==> src/rtl/lps_reset_seq.sv <==
module lps_reset_seq #(
  parameter int DATA_W      = 8,
  parameter int CTL_W       = 2,
  parameter int DRAIN_CYC   = 125000,
  parameter int DETECT_CYC  = 64,
  parameter int RESTORE_CYC = 512
) (
  input  logic              clk,
  input  logic              rst_n,
  input  logic              iso_mode,
  input  logic              shutdown_req,
  input  logic              restart_req,
  input  logic              tx_busy,
  input  logic              lreq_in,
  input  logic [CTL_W-1:0]  ctl_in,
  input  logic [DATA_W-1:0] d_in,
  output logic              lps,
  output logic              lreq_o,
  output logic              lreq_oe,
  output logic [CTL_W-1:0]  ctl_o,
  output logic              ctl_oe,
  output logic [DATA_W-1:0] d_o,
  output logic              d_oe,
  output logic [2:0]        phase
);
  localparam int MAXC = (DRAIN_CYC > DETECT_CYC) ?
                        ((DRAIN_CYC > RESTORE_CYC) ? DRAIN_CYC : RESTORE_CYC) :
                        ((DETECT_CYC > RESTORE_CYC) ? DETECT_CYC : RESTORE_CYC);
  localparam int CW = $clog2(MAXC + 1);
  localparam logic [CW-1:0] DRAIN_LAST   = CW'(DRAIN_CYC - 2);
  localparam logic [CW-1:0] DETECT_LAST  = CW'(DETECT_CYC - 1);
  localparam logic [CW-1:0] RESTORE_LAST = CW'(RESTORE_CYC - 1);

  typedef enum logic [2:0] {
    S_NORMAL  = 3'd0,
    S_DRAIN   = 3'd1,
    S_DETECT  = 3'd2,
    S_RESTORE = 3'd3,
    S_READY   = 3'd4,
    S_ZERO    = 3'd5
  } state_t;

  state_t         state, state_nxt;
  logic [CW-1:0]  cnt;
  logic           pending;

  always_comb begin
    state_nxt = state;
    unique case (state)
      S_NORMAL:  if (shutdown_req && !iso_mode) state_nxt = S_DRAIN;
      S_DRAIN:   if (!tx_busy || cnt == DRAIN_LAST) state_nxt = S_ZERO;
      S_ZERO:    state_nxt = S_DETECT;
      S_DETECT:  if (cnt == DETECT_LAST) state_nxt = S_RESTORE;
      S_RESTORE: if (cnt == RESTORE_LAST)
                   state_nxt = (pending || restart_req) ? S_NORMAL : S_READY;
      S_READY:   if (restart_req) state_nxt = S_NORMAL;
      default:   state_nxt = S_READY;
    endcase
  end

  always_ff @(posedge clk) begin
    if (!rst_n) begin
      state   <= S_READY;
      cnt     <= '0;
      pending <= 1'b0;
    end else begin
      state <= state_nxt;
      if (state_nxt != state || state == S_NORMAL || state == S_READY)
        cnt <= '0;
      else
        cnt <= cnt + 1'b1;
      if (state_nxt == S_NORMAL)
        pending <= 1'b0;
      else if (restart_req && state != S_NORMAL && state != S_READY)
        pending <= 1'b1;
    end
  end

  wire pass  = (state == S_NORMAL) || (state == S_DRAIN);
  wire drive = pass || (state == S_ZERO);

  assign lps     = (state == S_NORMAL);
  assign lreq_o  = pass ? lreq_in : 1'b0;
  assign ctl_o   = pass ? ctl_in  : '0;
  assign d_o     = pass ? d_in    : '0;
  assign lreq_oe = drive;
  assign ctl_oe  = drive;
  assign d_oe    = drive;
  assign phase   = (state == S_ZERO) ? 3'd1 : 3'(state);
endmodule

==> config.mk <==
export PLATFORM = sky130hd
export DESIGN_NAME = lps_reset_seq
export DESIGN_NICKNAME = d
export VERILOG_FILES = /design/src/rtl/lps_reset_seq.sv
export SDC_FILE = /design/constraint.sdc
export NUM_CORES = 1
export LEC_CHECK = 0
export ABC_AREA = 1
export BUFFER_PORTS_ARGS = -buffer_cell sky130_fd_sc_hd__buf_2
export CORE_ASPECT_RATIO = 1.75
export CORE_MARGIN = 1
export CORE_UTILIZATION = 54
export CTS_BUF_LIST = sky130_fd_sc_hd__clkbuf_2
export DETAILED_ROUTE_END_ITERATION = 12
export PLACE_DENSITY = 0.84
export SLEW_MARGIN = 20
export SYNTH_ARGS = -nofsm -noshare
export SYNTH_HDL_FRONTEND = slang
export SYNTH_SLANG_ARGS = --single-unit
==> constraint.sdc <==
create_clock -name clk -period 2.1 [get_ports clk]
set_clock_uncertainty 0.15 [all_clocks]
set_input_delay 0.105 -clock clk [delete_from_list [all_inputs] [get_ports clk]]
set_output_delay 0.105 -clock clk [all_outputs]
set_load 0.1 [all_outputs]
## Word level (Yosys, flattened, before mapping)

Index checks and enable logic that the tools add are counted.
W data, S select, Z words.

- Input port bits: 17
- Register bits: 21
- Word-level logic and storage cells: 42
- Output and inout bits: 18

- Add/sub/neg operators: 1
- Multiplexer cells: 11
- Bitwise operators: 1
- Reduce and logical (&&, ||, !) cells: 16
- Eq/ne operators: 10

Operators with widths:

| kind | number |
|---|---|
| $mux W3 | 7 |
| $pmux W3 S6 | 1 |
| $add A17 B1 Y17 const B | 1 |
| $eq A17 B17 Y1 const B | 1 |
| $eq A17 B6 Y1 const B | 1 |
| $eq A17 B9 Y1 const B | 1 |
| $mux W8 | 1 |
| $eq A3 B2 Y1 const B | 2 |
| $eq A3 B3 Y1 const B | 2 |
| $logic_not A3 Y1 | 2 |
| $logic_or A1 B1 Y1 | 6 |
| $reduce_or A2 Y1 | 2 |
| $eq A3 B1 Y1 const B | 1 |
| $logic_and A1 B1 Y1 | 3 |
| $ne A3 B3 Y1 | 1 |
| $ne A3 B3 Y1 const B | 1 |
| $reduce_bool A3 Y1 | 1 |
| $logic_not A1 Y1 | 2 |
| $mux W2 | 1 |
| $mux W1 | 1 |
| $not A1 Y1 | 1 |

## Logic depth before layout (Yosys ltp)

Gate-level depths: netlist of the first run.

- Depth in word-level cells: 8
- Depth in mapped cells: 13
- Gate-level depth less buffers: 12

## Worst setup path after synthesis of the first run

Ideal clock, no wire load.

- Path kind: register to register
- Start point: reg state[0]
- End point: reg cnt[7]
- Slack: -1.526 ns
- Clock period less this slack: 3.626 ns
- Path buffers: 2
- Required time: 1.888 ns
- Cell stages (with the launch flop): 10
- Setup time: 0.062 ns
- Arrival: 3.414 ns
- Cell sequence: dfxtp_1 -> clkbuf_2 -> nor3_1 -> a21oi_2 -> nand4_1 -> nand2_1 -> nor2_2 -> nand2_4 -> buf_12 -> nor2_2

- Word-level cells in the longest chain between the ends: 6
- Elaborated cells between the ends (all ways): 16
- Those cells by class: eq/ne: 6; mux: 6; reduce/logical: 4

Ends and longest elaborated chain:

| element | line | text |
|---|---|---|
| start: declaration | 43 | `state_t state, state_nxt;` |
| start signal: assignment | 67 | `state <= state_nxt;` |
| $logic_not A3 Y1 * | - |  |
| via lps | 17 | `output logic lps,` |
| $pmux W3 S6 | 49 | `unique case (state)` |
| $ne A3 B3 Y1 | 68 | `if (state_nxt != state \|\| state == S_NORMAL \|\| state == S_READY)` |
| $logic_or A1 B1 Y1 * (2 in series) | 68 |  |
| $reduce_or A2 Y1 (no line) * | - |  |
| end signal: assignment | 71 | `cnt <= cnt + 1'b1;` |
| end: declaration | 44 | `logic [CW-1:0] cnt;` |

The timed path passes the listed nets; every way through them passes the cells marked *.
A chain may end at the register's enable or synchronous reset.

## Final worst setup path of the first run

- Start point: reg state[1]
- End point: out d_o[5]

- Word-level cells in the longest chain between the ends: 3
- Elaborated cells between the ends (all ways): 4
- Those cells by class: eq/ne: 1; mux: 1; reduce/logical: 2

Ends and longest elaborated chain:

| element | line | text |
|---|---|---|
| $eq A3 B1 Y1 or $logic_not A3 Y1 (tied branches) | 79 | `wire pass = (state == S_NORMAL) \|\| (state == S_DRAIN);` |
| $logic_or A1 B1 Y1 * | 79 |  |
| $mux W8 * | 85 | `assign d_o = pass ? d_in : '0;` |
| end: declaration | 22 | `output logic [DATA_W-1:0] d_o,` |

Every way passes the cells marked *; elsewhere a longest branch is shown, timed or not.

==> impl_results.html, run 1 <==
<table>
<tr><th>Metric</th><th>Value</th></tr>
<tr><th colspan="2">Worst setup path</th></tr>
<tr><td>Critical Path Source</td><td>state[1]$_SDFF_PN0_</td></tr>
<tr><td>Worst reg2reg path startpoint</td><td>cnt[0]$_SDFF_PP0_</td></tr>
<tr><td>Startpoint type of the worst setup path</td><td>flop</td></tr>
<tr><td>Cell family contributing the most delay on the critical path</td><td>buffers and inverters</td></tr>
<tr><td>Slowest Stage Delay on Critical Path</td><td>about 0.44 ns</td></tr>
<tr><td>Nature of the critical path endpoint</td><td>output pin</td></tr>
<tr><td>Setup Crit Path Kind</td><td>reg2out</td></tr>
<tr><td>Critical Path Fanout Max</td><td>11</td></tr>
<tr><td>Buf+Inv Stages, Crit Path</td><td>2</td></tr>
<tr><td>Worst Path Arrival</td><td>about 1.7 ns</td></tr>
<tr><td>Cells traversed along the worst timing path</td><td>inv_2 &gt; nand2_1 &gt; nor2_1 &gt; clkbuf_4</td></tr>
<tr><td>Highest-delay cell along the critical path</td><td>dfxtp_1</td></tr>
<tr><td>WP data required</td><td>between 1.5 and 2 ns</td></tr>
<tr><th colspan="2">CTS</th></tr>
<tr><td>Maximum root-to-sink buffer count</td><td>2</td></tr>
<tr><td>Clock slew at the register clock pins of the worst setup and hold paths</td><td>around 0.21 ns</td></tr>
<tr><td>CTS Buf Count</td><td>3</td></tr>
<tr><td>CTS root buffer</td><td>clkbuf_2</td></tr>
<tr><td>Skew-Pair Late Insertion Delay</td><td>between 0.3 and 0.4 ns</td></tr>
<tr><td>Total number of H-tree levels</td><td>1</td></tr>
<tr><td>CTS tree</td><td>yes</td></tr>
<tr><td>Clock sink count</td><td>21</td></tr>
<tr><td>Buffers inserted by post-CTS timing repair</td><td>0</td></tr>
<tr><th colspan="2">Routing</th></tr>
<tr><td>Ratio of routed vias to standard cells</td><td>around 5.0</td></tr>
<tr><td>Post-detailed-route count of antenna-violating nets</td><td>0</td></tr>
<tr><td>First drt pass iteration count</td><td>4</td></tr>
<tr><td>Number of remaining DRC errors</td><td>0</td></tr>
<tr><td>Initial DRC Count</td><td>35</td></tr>
<tr><td>Detailed Route WL</td><td>~3000 um</td></tr>
<tr><td>Vias</td><td>1314</td></tr>
<tr><td>DR WL/cell</td><td>approximately 11 um</td></tr>
<tr><th colspan="2">Floorplan</th></tr>
<tr><td>Chip height</td><td>68.8 um</td></tr>
<tr><td>Die Area</td><td>0.00276 mm2</td></tr>
<tr><td>Initial standard-cell utilization of the core</td><td>slightly below 60%</td></tr>
<tr><td>Width of the die</td><td>40.1 um</td></tr>
<tr><td>Core box area</td><td>~0.0024 mm2</td></tr>
<tr><td>Row count</td><td>23</td></tr>
<tr><td>Boundary Pins</td><td>35</td></tr>
<tr><th colspan="2">Synthesis</th></tr>
<tr><td>Cells taking the most area after synthesis</td><td>dfxtp_1, nor2_1, inv_1</td></tr>
<tr><td>Count of state elements after synthesis</td><td>21</td></tr>
<tr><td>Netlist area before placement</td><td>between 0.001 and 0.0015 mm2</td></tr>
<tr><td>Synthesized instance count</td><td>between 200 and 250</td></tr>
<tr><td>Async S/R FF share, synth</td><td>0%</td></tr>
<tr><td>Share of the synthesized area in the top cell type</td><td>between 30% and 40%</td></tr>
<tr><td>Sequential area share after synthesis</td><td>around 30%</td></tr>
<tr><td>Post-synth EDFFs</td><td>0</td></tr>
<tr><td>Syn Nets</td><td>220</td></tr>
<tr><td>Dominant cell type by area after synthesis</td><td>dfxtp_1</td></tr>
<tr><td>Total of warnings raised by yosys</td><td>0</td></tr>
<tr><td>Post-synthesis average cell area</td><td>between 6 and 7 um2</td></tr>
<tr><td>Number of distinct standard cells referenced by the synthesized netlist</td><td>29</td></tr>
<tr><td>Primary FF master, synth</td><td>dfxtp_1</td></tr>
<tr><th colspan="2">Layout</th></tr>
<tr><td>Cell area after layout</td><td>~0.0017 mm2</td></tr>
<tr><td>Syn-to-layout area delta</td><td>21.6%</td></tr>
<tr><td>Number of antenna repair diodes</td><td>0</td></tr>
<tr><td>Net total in the final layout</td><td>between 200 and 300</td></tr>
<tr><td>Post-layout util</td><td>a little under three quarters</td></tr>
<tr><td>Share of final-layout standard cells stronger than drive strength 1</td><td>31.8%</td></tr>
<tr><th colspan="2">Timing</th></tr>
<tr><td>Final hold violations</td><td>0</td></tr>
<tr><td>Transition time of the tightest slew-check pin</td><td>between 0.4 and 0.5 ns</td></tr>
<tr><td>Slew margin rel.</td><td>between 60% and 70%</td></tr>
<tr><td>Share of the clock period used by the worst path</td><td>between 90 and 100%</td></tr>
<tr><td>Max Transition Viols Final</td><td>0</td></tr>
<tr><td>Maximum achievable frequency</td><td>between 500 and 600 MHz</td></tr>
<tr><td>Unrepaired setup endpoints after global routing</td><td>no</td></tr>
<tr><td>Setup violation total in the final timing report</td><td>0</td></tr>
<tr><td>Minimum clock period after layout</td><td>slightly below 2 ns</td></tr>
<tr><th colspan="2">GRT</th></tr>
<tr><td>Vias in the first global route</td><td>1212</td></tr>
<tr><td>Pin count of the biggest net entering global routing</td><td>18</td></tr>
<tr><td>Overflow after GRT</td><td>0</td></tr>
<tr><td>Initial antenna violation count</td><td>0</td></tr>
<tr><td>Combined global-route utilization of all metal layers</td><td>about a quarter</td></tr>
<tr><td>Global-route wire length before repair</td><td>roughly 4700 um</td></tr>
<tr><th colspan="2">Min path</th></tr>
<tr><td>Critical hold path startpoint</td><td>tx_busy</td></tr>
<tr><td>Hold Crit Class</td><td>in2reg</td></tr>
<tr><th colspan="2">Power and ir drop</th></tr>
<tr><td>Cell Pwr Density</td><td>roughly 530 mW/mm2</td></tr>
<tr><td>Pleak</td><td>approximately 0.77 nW</td></tr>
<tr><td>Max IR drop VDD</td><td>roughly 400 uV</td></tr>
<tr><th colspan="2">Outcome</th></tr>
<tr><td>Run status</td><td>completed</td></tr>
<tr><th colspan="2">Placement</th></tr>
<tr><td>Final weighted congestion of routability-driven global placement</td><td>0.879</td></tr>
<tr><td>Buffers added on ports</td><td>34</td></tr>
<tr><td>Placement-stage cell area</td><td>approximately 0.0016 mm2</td></tr>
<tr><td>Dpl hpwl</td><td>between 2000 and 2500 um</td></tr>
<tr><th colspan="2">Run</th></tr>
<tr><td>Max-cap check violation count</td><td>0</td></tr>
</table>
-- logic make-up (layout without fill, tap and decap cells) --
kind of cell | Yosys count | count (layout) | synth area share, %
adder cells (fa/ha/maj) | 2 | 2 | 1.82
flip-flops | 21 | 21 | 30.6
AND/OR/NAND/NOR | 110 | 110 | 40.2
XOR/XNOR | 15 | 15 | 9.55
AO/OA/AOI/OAI | 11 | 11 | 4.55
buffers and inverters | 42 | 80 | 13.3
-- sequential cells by signal (all words and copies together) (netlist names) --
name,cells
state,3
pending,1
cnt,17
-- metrics by stage --
step | TNS (ns) | power (mW) | hold slack [ns] | instances | setup WS [ns]
after floorplan | -3.83 | 0.659 | 0.0397 | 201 | -0.233
after global placement | 0 | 0.697 | 0.173 | 258 | 0.126
after detailed placement | 0 | 0.699 | 0.176 | 258 | 0.0976
after CTS | 0 | 0.875 | 0.0187 | 264 | 0.0314
after global routing | 0 | 0.917 | 0.0472 | 264 | 0.00119
final | 0 | 0.881 | 0.0342 | 264 | 0.144
-- layer usage --
layer | up-vias | track usage, % | wire length, um
met2 | 46 | 45.8 | 1630
met4 | 0 | 16.4 | 97
li1 | 679 | - | -
met1 | 580 | 22.9 | 1070
met3 | 9 | 3.85 | 170
met5 | - | 0 | 0
-- synthesized netlist by cell type, drive strengths merged (2+ instances only) --
master and count:
nand4 4, xor2 10, nand3 13, nand2 33
nor3 4, ha 2, o21ai 2, clkbuf 4
buf 3, a21oi 7, dfxtp 21, nor2 54
xnor2 5, inv 35
-- timing repair --
item / 4_1_cts / 5_1_grt
endpoints found under the hold margin: 4 / 0
hold buffers: 2 / 0
resized for setup: 0 / 19
endpoints found under the setup margin: 0 / 28
-- worst paths after layout --
kind              depth (start not counted)             endpoint  slack, ns
setup / recovery                          4               d_o[5]       0.14
hold / removal                            5  state[2]$_SDFF_PN1_       0.03
setup reg to reg                         11   cnt[10]$_SDFF_PP0_       0.17
hold reg to reg                           2    cnt[0]$_SDFF_PP0_       0.38
-- cell usage in the layout, fill, tap and decap left out, types with 5 or more instances in the layout --
cell	count
inv_1	33
xnor2_1	5
buf_2	23
clkbuf_4	11
nand2_1	28
nor2_1	40
buf_4	5
nor2_4	5
nand3_1	10
dfxtp_1	18
nor2_2	9
xor2_1	10
-- cell type report --
cell class              count  area [um2]
multi-input cells         138         810
fillers                   214         688
flip-flops and latches     21         424
repair buffers             41         255
inverters                  35         131
well taps                  25        31.3
clock buffers               3        15.0
clock inverters             1        5.00
-- where the power goes --
part | leakage [nW] | internal, mW | switching [mW]
clock | 0.0164 | 0.0431 | 0.132
combinational | 0.584 | 0.0582 | 0.242
sequential | 0.171 | 0.402 | 0.00283
total | 0.772 | 0.504 | 0.377
-- worst reg2reg max path: cells and delay by family, from the launching register on --
family	cells	cell delay [ns]
simple gates	10	1.11
flops	1	0.39
fa+ha+maj	1	0.21
Power figures use the tool's default switching activity.
==> run 2, diff against run 1 <==
SETUP_SLACK_MARGIN = 0.3   (was default)
SLEW_MARGIN = 5   (was 20)
==> run 2 against run 1 <==
First-iteration DRC count grew to 3.1 times the previous value; non-clock buffer count grew 11; die area is the same; via count grew 17%; register-to-register slack lost 0.10 ns; fmax shrank 3.8%; count of clock-buffer cells in the layout grew 1; critical path depth grew 8; sequential power is essentially flat; critical path type is now reg2reg; critical endpoint is now pending$_SDFFE_PP0P_; highest routed layer unchanged.
==> impl_results.html, run 2 (synthesis results as in run 1) <==
<table>
<tr><th>Metric</th><th>Value</th></tr>
<tr><th colspan="2">Layout</th></tr>
<tr><td>Net total in the final layout</td><td>272 (+5.0%)</td></tr>
<tr><td>Flip-flop count of the largest register, all copies and words added</td><td>17 (unchanged)</td></tr>
<tr><td>Share of final-layout standard cells stronger than drive strength 1</td><td>48.8% (+17 points)</td></tr>
<tr><td>Number of antenna repair diodes</td><td>0 (unchanged)</td></tr>
<tr><td>Cell area after layout</td><td>0.00203 mm2 (+21%)</td></tr>
<tr><td>Largest registers</td><td>cnt x17, state x3, pending x1</td></tr>
<tr><td>Syn-to-layout area delta</td><td>47.6%</td></tr>
<tr><td>Register containing the most flip-flops in the final layout</td><td>cnt</td></tr>
<tr><td>Post-layout util</td><td>86.0% (+15 points)</td></tr>
<tr><td>Most frequent cells in the layout</td><td>inv_1, nor2_1, buf_2</td></tr>
<tr><td>Count of fill cells added during filler insertion</td><td>130 (-39%)</td></tr>
<tr><th colspan="2">Power and ir drop</th></tr>
<tr><td>Max IR drop VDD</td><td>379 uV (-5.7%)</td></tr>
<tr><td>Clock Power Share</td><td>18.0% (-1.8 points)</td></tr>
<tr><td>Internal power</td><td>0.547 mW (+8.7%)</td></tr>
<tr><td>Part of the total power dissipated in sequential elements</td><td>42.1% (-3.9 points)</td></tr>
<tr><td>Pleak</td><td>0.890 nW (+15%)</td></tr>
<tr><td>Comb pwr share</td><td>39.9% (+5.8 points)</td></tr>
<tr><td>Switch Pwr</td><td>0.410 mW (+8.8%)</td></tr>
<tr><td>Cell Pwr Density</td><td>472 mW/mm2 (-10%)</td></tr>
<tr><td>Share of total power consumed by net switching</td><td>42.8% (about the same)</td></tr>
<tr><th colspan="2">Placement</th></tr>
<tr><td>Final weighted congestion of routability-driven global placement</td><td>0.849 (-3.5%)</td></tr>
<tr><td>Buffers added on ports</td><td>34 (unchanged)</td></tr>
<tr><td>Dpl hpwl</td><td>2260 um (-0.38%)</td></tr>
<tr><td>Placement-stage cell area</td><td>0.00159 mm2 (+0.79%)</td></tr>
<tr><th colspan="2">CTS</th></tr>
<tr><td>CTS Buf Count</td><td>3 (unchanged)</td></tr>
<tr><td>CTS tree</td><td>yes</td></tr>
<tr><td>CTS root buffer</td><td>clkbuf_2</td></tr>
<tr><td>Clock sink count</td><td>21 (unchanged)</td></tr>
<tr><td>Total number of H-tree levels</td><td>1 (unchanged)</td></tr>
<tr><td>Skew-Pair Late Insertion Delay</td><td>0.32 ns (-0.03 ns)</td></tr>
<tr><td>Maximum root-to-sink buffer count</td><td>2 (unchanged)</td></tr>
<tr><td>Clock slew at the register clock pins of the worst setup and hold paths</td><td>0.20 ns (about the same)</td></tr>
<tr><th colspan="2">GRT</th></tr>
<tr><td>Initial antenna violation count</td><td>0 (unchanged)</td></tr>
<tr><td>Pin count of the biggest net entering global routing</td><td>12 (-6)</td></tr>
<tr><td>Combined global-route utilization of all metal layers</td><td>26.3% (+1.6 points)</td></tr>
<tr><td>Overflow after GRT</td><td>0 (unchanged)</td></tr>
<tr><td>Vias in the first global route</td><td>1301 (+7.3%)</td></tr>
<tr><td>Global-route wire length before repair</td><td>4910 um (+4.6%)</td></tr>
<tr><th colspan="2">Timing</th></tr>
<tr><td>Share of the clock period used by the worst path</td><td>96.8% (+3.7 points)</td></tr>
<tr><td>Minimum clock period after layout</td><td>2.03 ns (+0.0769 ns)</td></tr>
<tr><td>Setup violation total in the final timing report</td><td>0 (unchanged)</td></tr>
<tr><td>Slew margin rel.</td><td>67.1% (-0.85 points)</td></tr>
<tr><td>Max Transition Viols Final</td><td>0 (unchanged)</td></tr>
<tr><td>Maximum achievable frequency</td><td>492 MHz (-3.8%)</td></tr>
<tr><td>Transition time of the tightest slew-check pin</td><td>0.497 ns (+0.0128 ns)</td></tr>
<tr><td>Unrepaired setup endpoints after global routing</td><td>yes</td></tr>
<tr><td>Setup TNS after final layout</td><td>0 ns (unchanged)</td></tr>
<tr><td>Fin Hold WS</td><td>0.154 ns (+0.120 ns)</td></tr>
<tr><td>Final hold violations</td><td>0 (unchanged)</td></tr>
<tr><th colspan="2">Min path</th></tr>
<tr><td>Hold Crit Class</td><td>in2reg</td></tr>
<tr><th colspan="2">Worst setup path</th></tr>
<tr><td>Worst Path Arrival</td><td>2.11 ns (+0.41 ns)</td></tr>
<tr><td>Startpoint type of the worst setup path</td><td>flop</td></tr>
<tr><td>Critical Path Fanout Max</td><td>3 (-8)</td></tr>
<tr><td>Nature of the critical path endpoint</td><td>flop</td></tr>
<tr><td>Setup Crit Path Kind</td><td>reg2reg</td></tr>
<tr><td>WP data required</td><td>2.17 ns (+0.32 ns)</td></tr>
<tr><th colspan="2">Outcome</th></tr>
<tr><td>Run status</td><td>completed</td></tr>
<tr><th colspan="2">Routing</th></tr>
<tr><td>Vias</td><td>1543 (+17%)</td></tr>
<tr><td>Post-detailed-route count of antenna-violating nets</td><td>0 (unchanged)</td></tr>
<tr><td>DR WL/cell</td><td>16.6 um (+48%)</td></tr>
<tr><td>Initial DRC Count</td><td>108 (+210%)</td></tr>
<tr><td>Detailed Route WL</td><td>4590 um (+55%)</td></tr>
<tr><td>Ratio of routed vias to standard cells</td><td>5.57 (+12%)</td></tr>
<tr><td>Number of remaining DRC errors</td><td>0 (unchanged)</td></tr>
<tr><td>First drt pass iteration count</td><td>4 (unchanged)</td></tr>
<tr><th colspan="2">Floorplan</th></tr>
<tr><td>Width of the die</td><td>40.1 um (unchanged)</td></tr>
<tr><td>Boundary Pins</td><td>35 (unchanged)</td></tr>
<tr><td>Die Area</td><td>0.00276 mm2 (unchanged)</td></tr>
<tr><td>Chip height</td><td>68.8 um (unchanged)</td></tr>
<tr><td>Core box area</td><td>0.00236 mm2 (unchanged)</td></tr>
<tr><td>Initial standard-cell utilization of the core</td><td>58.3% (unchanged)</td></tr>
<tr><td>Row count</td><td>23 (unchanged)</td></tr>
<tr><th colspan="2">Run</th></tr>
<tr><td>Max-cap check violation count</td><td>0 (unchanged)</td></tr>
</table>
[run 2: changes by cell type in the layout (fill, tap and decap cells not counted), sizes merged]
cell / delta
nand2: +2
clkinv: -1
buf: +21
clkbuf: -9
[run 2: what timing repair did]
item | CTS | global route
hold buffers | 2 | 0
endpoints found under the hold margin | 4 | 0
resized for setup | 38 | 54
setup buffers | 7 | 3
cloned | 2 | 0
endpoints found under the setup margin | 30 | 34
pin swaps | 13 | 19
[run 2: metrics by stage]
stage / std cells / total power, mW / worst slack, ns
after CTS: 274 / 0.908 / 0.201
after detailed placement: 259 / 0.707 / 0.110
after global routing: 277 / 0.987 / -0.0743
after floorplan: 201 / 0.661 / -0.233
final: 277 / 0.957 / 0.0671
after global placement: 259 / 0.704 / 0.167
[run 2: critical path, cell delays in order, from the launching register on]
cell and delay (ns):
dfxtp_2 0.38, buf_6 0.12, ha_4 0.15, nand4_1 0.12, nor2_1 0.07, nand2_1 0.10, nand2_2 0.08, a21oi_4 0.19
nand2_2 0.10, buf_4 0.15, buf_6 0.11, nor3_4 0.16, nor2_1 0.07
[run 2: area by class of cell]
class | instances | area (um2) | share of cell area, %
inverters | 35 | 131 | 6.47
clock buffers | 4 | 20.0 | 0.986
multi-input cells | 140 | 983 | 48.5
repair buffers | 52 | 422 | 20.8
flip-flops and latches | 21 | 442 | 21.8
well taps | 25 | 31.3 | 1.54
[run 2: worst paths after layout]
kind	from	endpoint	slack, ns	cells after the start
setup / recovery	cnt[1]$_SDFF_PP0_	pending$_SDFFE_PP0P_	0.07	12
setup reg to reg	cnt[1]$_SDFF_PP0_	pending$_SDFFE_PP0P_	0.07	12
hold / removal	iso_mode	state[0]$_SDFF_PN0_	0.15	4
hold reg to reg	cnt[0]$_SDFF_PP0_	cnt[0]$_SDFF_PP0_	0.41	2
[run 2: per-layer routing]
| metal | up-vias | track usage (%) | wire length [um] |
|---|---|---|---|
| li1 | 709 | - | - |
| met1 | 713 | 22.0 | 1570 |
| met2 | 92 | 53.6 | 2420 |
| met3 | 29 | 1.60 | 303 |
| met4 | 0 | 15.1 | 301 |
| met5 | - | 0 | 0 |
[run 2: power by group through the flow]
stage                     Combinational, mW  Sequential [mW]  Clock (mW)
after floorplan                       0.246            0.415           0
after global placement                0.291            0.413           0
after detailed placement              0.294            0.413           0
after CTS                             0.329            0.405       0.174
after global routing                  0.398            0.403       0.186
final                                 0.382            0.403       0.172
